`config.mk`:
```
export PLATFORM = sky130hd
export DESIGN_NAME = updn_load_counter
export DESIGN_NICKNAME = d
export VERILOG_FILES = /design/src/rtl/updn_cnt_pkg.sv /design/src/rtl/updn_toggle_chain.sv /design/src/rtl/updn_terminal_detect.sv /design/src/rtl/updn_state_reg.sv /design/src/rtl/updn_load_counter.sv
export SDC_FILE = /design/constraint.sdc
export NUM_CORES = 1
export LEC_CHECK = 0
export BUFFER_PORTS_ARGS = -buffer_cell sky130_fd_sc_hd__buf_2
export CAP_MARGIN = 20
export CORE_AREA = 2 2 39 41
export CTS_CLUSTER_DIAMETER = 200
export CTS_CLUSTER_SIZE = 24
export DETAILED_ROUTE_END_ITERATION = 6
export DIE_AREA = 0 0 41 43
export SLEW_MARGIN = 15
export SYNTH_ARGS = -nofsm -noshare
export SYNTH_HDL_FRONTEND = slang
export SYNTH_SLANG_ARGS = --single-unit
```
`constraint.sdc`:
```
create_clock -name clk -period 1.3 [get_ports clk]
set_input_delay 0 -clock clk [delete_from_list [all_inputs] [get_ports clk]]
set_output_delay 0 -clock clk [all_outputs]
set_load 0.05 [all_outputs]
```
`src/rtl/updn_cnt_pkg.sv`:
```
// Package: shared types of the loadable up/down counter.
// Assumes: nothing; it holds only type definitions.
package updn_cnt_pkg;

    // Count direction as decoded from the direction pin.
    typedef enum logic {
        DIR_UP   = 1'b0,
        DIR_DOWN = 1'b1
    } dir_e;

    // Operation applied to the state at the next clock edge.
    typedef enum logic [1:0] {
        OP_HOLD = 2'd0,
        OP_STEP = 2'd1,
        OP_LOAD = 2'd2
    } op_e;

endpackage

```
`src/rtl/updn_toggle_chain.sv`:
```
// Module: toggle-condition chain.
// For each bit it produces a toggle flag. Bit 0 toggles whenever stepping
// is enabled. Bit i toggles when the enable reaches it through bits below
// that are all 1 (up) or all 0 (down). This is serial gating: the chain
// depth grows linearly with WIDTH.
// Assumes: WIDTH >= 1; purely combinational.
module updn_toggle_chain
    import updn_cnt_pkg::*;
#(
    parameter int WIDTH = 4
) (
    input  logic             step_en,
    input  dir_e             dir,
    input  logic [WIDTH-1:0] cur_q,
    output logic [WIDTH-1:0] tgl
);

    logic [WIDTH-1:0] reach;

    // Bit 0 sees the enable directly.
    assign reach[0] = step_en;

    // Each higher bit receives the enable only through a matching lower bit.
    generate
        for (genvar gi = 1; gi < WIDTH; gi++) begin : g_link
            assign reach[gi] = reach[gi-1] &
                               ((dir == DIR_DOWN) ? ~cur_q[gi-1] : cur_q[gi-1]);
        end
    endgenerate

    // The toggle flags are the propagated enables.
    assign tgl = reach;

endmodule

```
`src/rtl/updn_terminal_detect.sv`:
```
// Module: terminal-count detector.
// It raises the cascade output for a step that will wrap the counter:
// all ones going up, all zeros going down. The output is gated by the step
// enable and by the absence of a load, so a chained upper stage advances
// only on a real wrap.
// Assumes: purely combinational; the caller registers nothing here.
module updn_terminal_detect
    import updn_cnt_pkg::*;
#(
    parameter int WIDTH = 4
) (
    input  logic             step_en,
    input  logic             load,
    input  dir_e             dir,
    input  logic [WIDTH-1:0] cur_q,
    output logic             cascade
);

    logic at_top;
    logic at_bottom;
    logic at_term;

    // Reduction compares against the two wrap points.
    always_comb begin
        at_top    = &cur_q;
        at_bottom = ~|cur_q;
        at_term   = (dir == DIR_DOWN) ? at_bottom : at_top;
        cascade   = step_en & ~load & at_term;
    end

endmodule

```
`src/rtl/updn_state_reg.sv`:
```
// Module: count state register.
// It holds the count and applies the decoded operation at each edge:
// hold, load the parallel word, or invert the bits flagged by the toggle
// chain. Reset is synchronous, active low, and clears the count.
// Assumes: op is stable before the edge; tgl has the same width as the state.
module updn_state_reg
    import updn_cnt_pkg::*;
#(
    parameter int WIDTH = 4
) (
    input  logic             clk,
    input  logic             rst_n,
    input  op_e              op,
    input  logic [WIDTH-1:0] par_d,
    input  logic [WIDTH-1:0] tgl,
    output logic [WIDTH-1:0] q
);

    logic [WIDTH-1:0] q_nxt;

    // Select the next state from the operation.
    always_comb begin
        unique case (op)
            OP_LOAD: q_nxt = par_d;
            OP_STEP: q_nxt = q ^ tgl;
            default: q_nxt = q;
        endcase
    end

    // Register the state with a synchronous clear.
    always_ff @(posedge clk) begin
        if (!rst_n) begin
            q <= '0;
        end else begin
            q <= q_nxt;
        end
    end

endmodule

```
`src/rtl/updn_load_counter.sv`:
```
// Module: loadable up/down binary counter (top).
// It decodes load and step into an operation. Load wins over stepping.
// A toggle chain computes which bits move, and a terminal detector drives
// the cascade output for chaining stages.
// Assumes: one clock for all stages; par_d_i is synchronous to clk.
module updn_load_counter
    import updn_cnt_pkg::*;
#(
    parameter int WIDTH = 4
) (
    input  logic             clk,
    input  logic             rst_n,
    input  logic             load_i,
    input  logic             step_en_i,
    input  logic             dir_dn_i,
    input  logic [WIDTH-1:0] par_d_i,
    output logic [WIDTH-1:0] count_o,
    output logic             cascade_o
);

    dir_e             dir;
    op_e              op;
    logic [WIDTH-1:0] tgl;
    logic [WIDTH-1:0] q;

    // Decode direction and operation; load has priority over stepping.
    always_comb begin
        dir = dir_e'(dir_dn_i);
        if (load_i) begin
            op = OP_LOAD;
        end else if (step_en_i) begin
            op = OP_STEP;
        end else begin
            op = OP_HOLD;
        end
    end

    updn_toggle_chain #(.WIDTH(WIDTH)) u_chain (
        .step_en (step_en_i),
        .dir     (dir),
        .cur_q   (q),
        .tgl     (tgl)
    );

    updn_terminal_detect #(.WIDTH(WIDTH)) u_term (
        .step_en (step_en_i),
        .load    (load_i),
        .dir     (dir),
        .cur_q   (q),
        .cascade (cascade_o)
    );

    updn_state_reg #(.WIDTH(WIDTH)) u_state (
        .clk   (clk),
        .rst_n (rst_n),
        .op    (op),
        .par_d (par_d_i),
        .tgl   (tgl),
        .q     (q)
    );

    assign count_o = q;

endmodule

```
# Word-level counts from Yosys, hierarchy flattened
# Index checks and enable logic that the tools add are counted.
[classes]
eq_ne = 2
mux = 7
bitwise = 10
reduce_logical = 4
[ops]
columns = ["cell", "count"]
rows = [
  ["4-bit case mux with 2 select lines", 1],
  ["1-bit AND", 5],
  ["1-bit two-way mux", 5],
  ["1-bit inverter", 4],
  ["4-bit AND reduction", 1],
  ["4-bit OR reduction", 1],
  ["4-bit XOR", 1],
  ["2-bit by 1-bit == test with 1-bit output, second input constant", 1],
  ["2-bit == test, second input constant", 1],
  ["2-bit two-way mux", 1],
  ["2-bit nonzero test", 1],
  ["1-bit zero test", 1],
]
[totals]
ff_bits = 4
input_bits = 9
output_inout_bits = 5
word_cells = 24

# Depth between registers and ports, before layout
[logic_depth]
ltp_word = 7
ltp_mapped = 4
ltp_nobuf = 3

# Cells and area by module
# Synthesis repeated with hierarchy kept, for this count alone.
[hier_totals]
cells_unflattened = 48
hier_area_um2 = 371.6
[modules_own_cells]
columns = ["module", "instances", "cells_each", "area_each_um2", "seq_area_each_um2"]
rows = [
  ["updn_state_reg", 1, 33, 242.7, 80.1],
  ["updn_toggle_chain", 1, 9, 72.6, 0.0],
  ["updn_terminal_detect", 1, 5, 42.5, 0.0],
  ["updn_load_counter", 1, 1, 13.8, 0.0],
]

# Least setup slack after synthesis
# No wires, ideal clock.
[synth_timing]
path_type = "reg2out"
startpoint = "reg u_state.q[0]"
endpoint = "out cascade_o"
arrival_time_ps = 2289
t_required_ps = 1300
path_slack_ps = -989
stages_incl_launch_ff = 4
n_path_buf = 0
cell_sequence = "dfxtp_1 -> and4b_1 -> mux2i_1 -> nor3b_1"
[synth_between]
elab_chain_cells = 4
elab_cells_between_ends = 5
cone_classes = "1 x mux; 1 x bitwise; 3 x reduce/logical"
[synth_lines]
columns = ["item", "line_no", "text"]
rows = [
  ["from (decl)", "updn_state_reg.sv:16", "output logic [WIDTH-1:0] q"],
  ["from (signal assigned)", "updn_state_reg.sv:35", "q <= q_nxt;"],
  ["4-bit OR reduction", "updn_terminal_detect.sv:26", "at_bottom = ~|cur_q;"],
  ["1-bit zero test", "updn_terminal_detect.sv:26", ""],
  ["1-bit two-way mux *", "updn_terminal_detect.sv:27", "at_term = (dir == DIR_DOWN) ? at_bottom : at_top;"],
  ["1-bit AND *", "updn_terminal_detect.sv:28", "cascade = step_en & ~load & at_term;"],
  ["to (decl)", "updn_load_counter.sv:18", "output logic cascade_o"],
]
# Every way passes the cells marked *; elsewhere a longest branch is shown, timed or not.

# Final worst setup path
[layout_timing]
startpoint = "reg u_state.q[2]"
endpoint = "out cascade_o"
# Same word-level chain as after synthesis.

==> impl_metrics.ini <==
[status]
status = complete, but fails checks
violations = negative setup slack

[worst_setup_path]
crit_fanout = 5
startpoint = u_state.q[2]$_SDFFE_PN0P_
crit_path_start_kind = flip-flop
crit_end = cascade_o
reg2regPathDepth = 4
crit-reg2reg-launch = u_state.q[1]$_SDFFE_PN0P_
criticalPathCategory = flip-flop to primary output
worstPathRequired_ns = 1.30
end_kind = primary output
reg2reg_slack_ns = 0.10
r2r_end = u_state.q[2]$_SDFFE_PN0P_
cp_data_arrival_time_ns = 1.40

[die]
start_util_pct = 21.5
core_area_um2 = 1380
die_x_um = 41
die-area_um2 = 1760
io_pins = 14
rows = 14
dieHeight_um = 43

[clocking]
insertion_delay_ns = 0.24
cts.sinks = 4
cts_root_buf = clkbuf_4
cts.htree.levels = 1
clk_pin_slew_ns = 0.04
numCtsBuffers = 3
cts_tree = built
ctsLongestPathBuffers = 2

[power]
p_per_area_nw_per_um2 = 999
ir_drop_v = 0.000339
p_leak_nw = 0.211

[global_route]
grt_pass1_wl_um = 1170
antenna_found_initial = 0
first_global_vias = 287
grt_max_degree = 13
grtUsageTotal_pct = 10.2
grt-ovfl-total = 0

[sta]
min_period_ns = 1.40
hold_violations = 0
timing.hold.ws_ns = 0.0197
setup_violations = 1
rsz0062_at_grt = yes
finalCritPeriodShare_pct = 108
max_freq_ghz = 0.712
setup_ws_ns = -0.105
fin_skew_ns = 0.00472
slew_viol_final = 0
max_slew.worst_pin.slew_ns = 0.231
max_slew_margin_pct = 84.4

[synth]
synth-seq-cells = 4
synthCells = 35
avgSynthCellArea_um2 = 8.51
synth_top_area_share_pct = 26.9
synth_cell_types = 27
synth_area_leader_cell = dfxtp_1
synth_area_leaders = dfxtp_1, nand3_1, nand3b_1
yosysSeqAreaShare_pct = 26.9
netlist_area_um2 = 298
synth_warnings = 0
syn-num-nets = 44

[cells_and_area]
syn2layout_area_growth_pct = 59.7
drive_gt1_share_pct = 49.1
post-route-cell-area_um2 = 475
largest_reg_flops = 4
final_cell_mix = buf_2, nand3_1, clkbuf_4, dfxtp_4
regArea_um2 = 92.6
n_fill_cell = 153
nNetsFinal = 63
utilization_pct = 34.4
largestRegisters = u_state.q (4)
regMostFlops = u_state.q
layout_commonest_cell = buf_2
multi_input_area_um2 = 229
antenna_cells = 0

[route]
drc = 0
first_pass_iters = 4
routedWlPerCell_um = 11.2
dr.first_iter.drc_count = 5
ant_nets = 0
drt-total-wl_um = 771
viasPerCell = 4.83
vias = 333

[hold_path]
hp-class = input port to flip-flop

[flow_run]
maxCapViolCount = 0

[placed_design]
gp_congestion = 0.649
post-dp-hpwl_um = 528
port_buffers = 13
placed_area_um2 = 403
## routing by layer
metal	track usage, %	up-vias	routed length, um
met2	13.4	7	383
met5	0	-	0
met1	12.2	153	353
met4	10.0	0	15
li1	-	171	-
met3	3.14	2	19
## worst min-delay path by stage
stage / cells past startpoint / start / slack [ns] / to
global placement: 3 / par_d_i[1] / 0.25 / u_state.q[1]$_SDFFE_PN0P_
global route: 3 / par_d_i[3] / 0.04 / u_state.q[3]$_SDFFE_PN0P_
CTS: 3 / par_d_i[3] / 0.02 / u_state.q[3]$_SDFFE_PN0P_
floorplan: 2 / par_d_i[1] / 0.15 / u_state.q[1]$_SDFFE_PN0P_
detailed placement: 3 / par_d_i[1] / 0.25 / u_state.q[1]$_SDFFE_PN0P_
finish: 3 / par_d_i[3] / 0.02 / u_state.q[3]$_SDFFE_PN0P_
## stage by stage
step	TNS, ns	std cells	setup WS (ns)	power [mW]
after floorplan	-0.0636	35	-0.0636	0.251
after global placement	0	61	0.0525	0.283
after detailed placement	0	61	0.0348	0.284
after CTS	-0.0898	68	-0.0898	0.471
after global routing	-0.192	69	-0.192	0.498
final	-0.105	69	-0.105	0.475
## kinds of logic after synthesis
family	count (synthesis)	share of synthesized area [%]
AO/OA/AOI/OAI	6	14.3
buffers and inverters	3	4.20
multiplexers	1	3.36
flip-flops	4	26.9
XOR/XNOR	2	5.88
AND/OR/NAND/NOR	19	45.4
## critical path, stage by stage, from the launching register on
cell and delay [ns]:
dfxtp_4 0.35, nor4b_4 0.31, mux2i_2 0.13, nor3b_4 0.19
buf_6 0.18
## final cells by class
class,count,share of cell area (%)
clock buffers,4,5.53
well taps,16,4.21
repair buffers,17,22.6
multi-input cells,28,48.2
flip-flops and latches,4,19.5
## synthesized netlist by cell type
cell	n
mux2i_1	1
nor3b_1	1
dfxtp_1	4
nor2_1	2
nand3_1	3
nand3b_1	2
nand4b_1	1
and2_1	1
clkbuf_2	1
o311a_1	1
xor2_1	1
a21oi_1	1
nand2b_1	1
o2111ai_1	1
nand4_1	1
nor4b_2	1
nand4bb_1	1
and4b_1	1
nand2_1	1
o21ai_0	1
a31oi_1	1
clkbuf_1	2
and3_1	1
xnor2_1	1
nor4bb_1	1
or3_1	1
a21o_1	1
## power by group
part	switching [mW]	total (mW)	leakage, nW	internal, mW
Clock	0.0555	0.171	0.0150	0.115
Sequential	0.0174	0.152	0.0354	0.135
Combinational	0.0864	0.152	0.161	0.0654
## what timing repair did
item	in CTS	in global routing
setup endpoints to repair	1	2
hold endpoints to repair	1	0
setup buffers	2	1
pin swaps	2	3
hold buffers	1	0
gates resized for setup	2	2
Note: power is estimated with default switching activity, not from simulation.
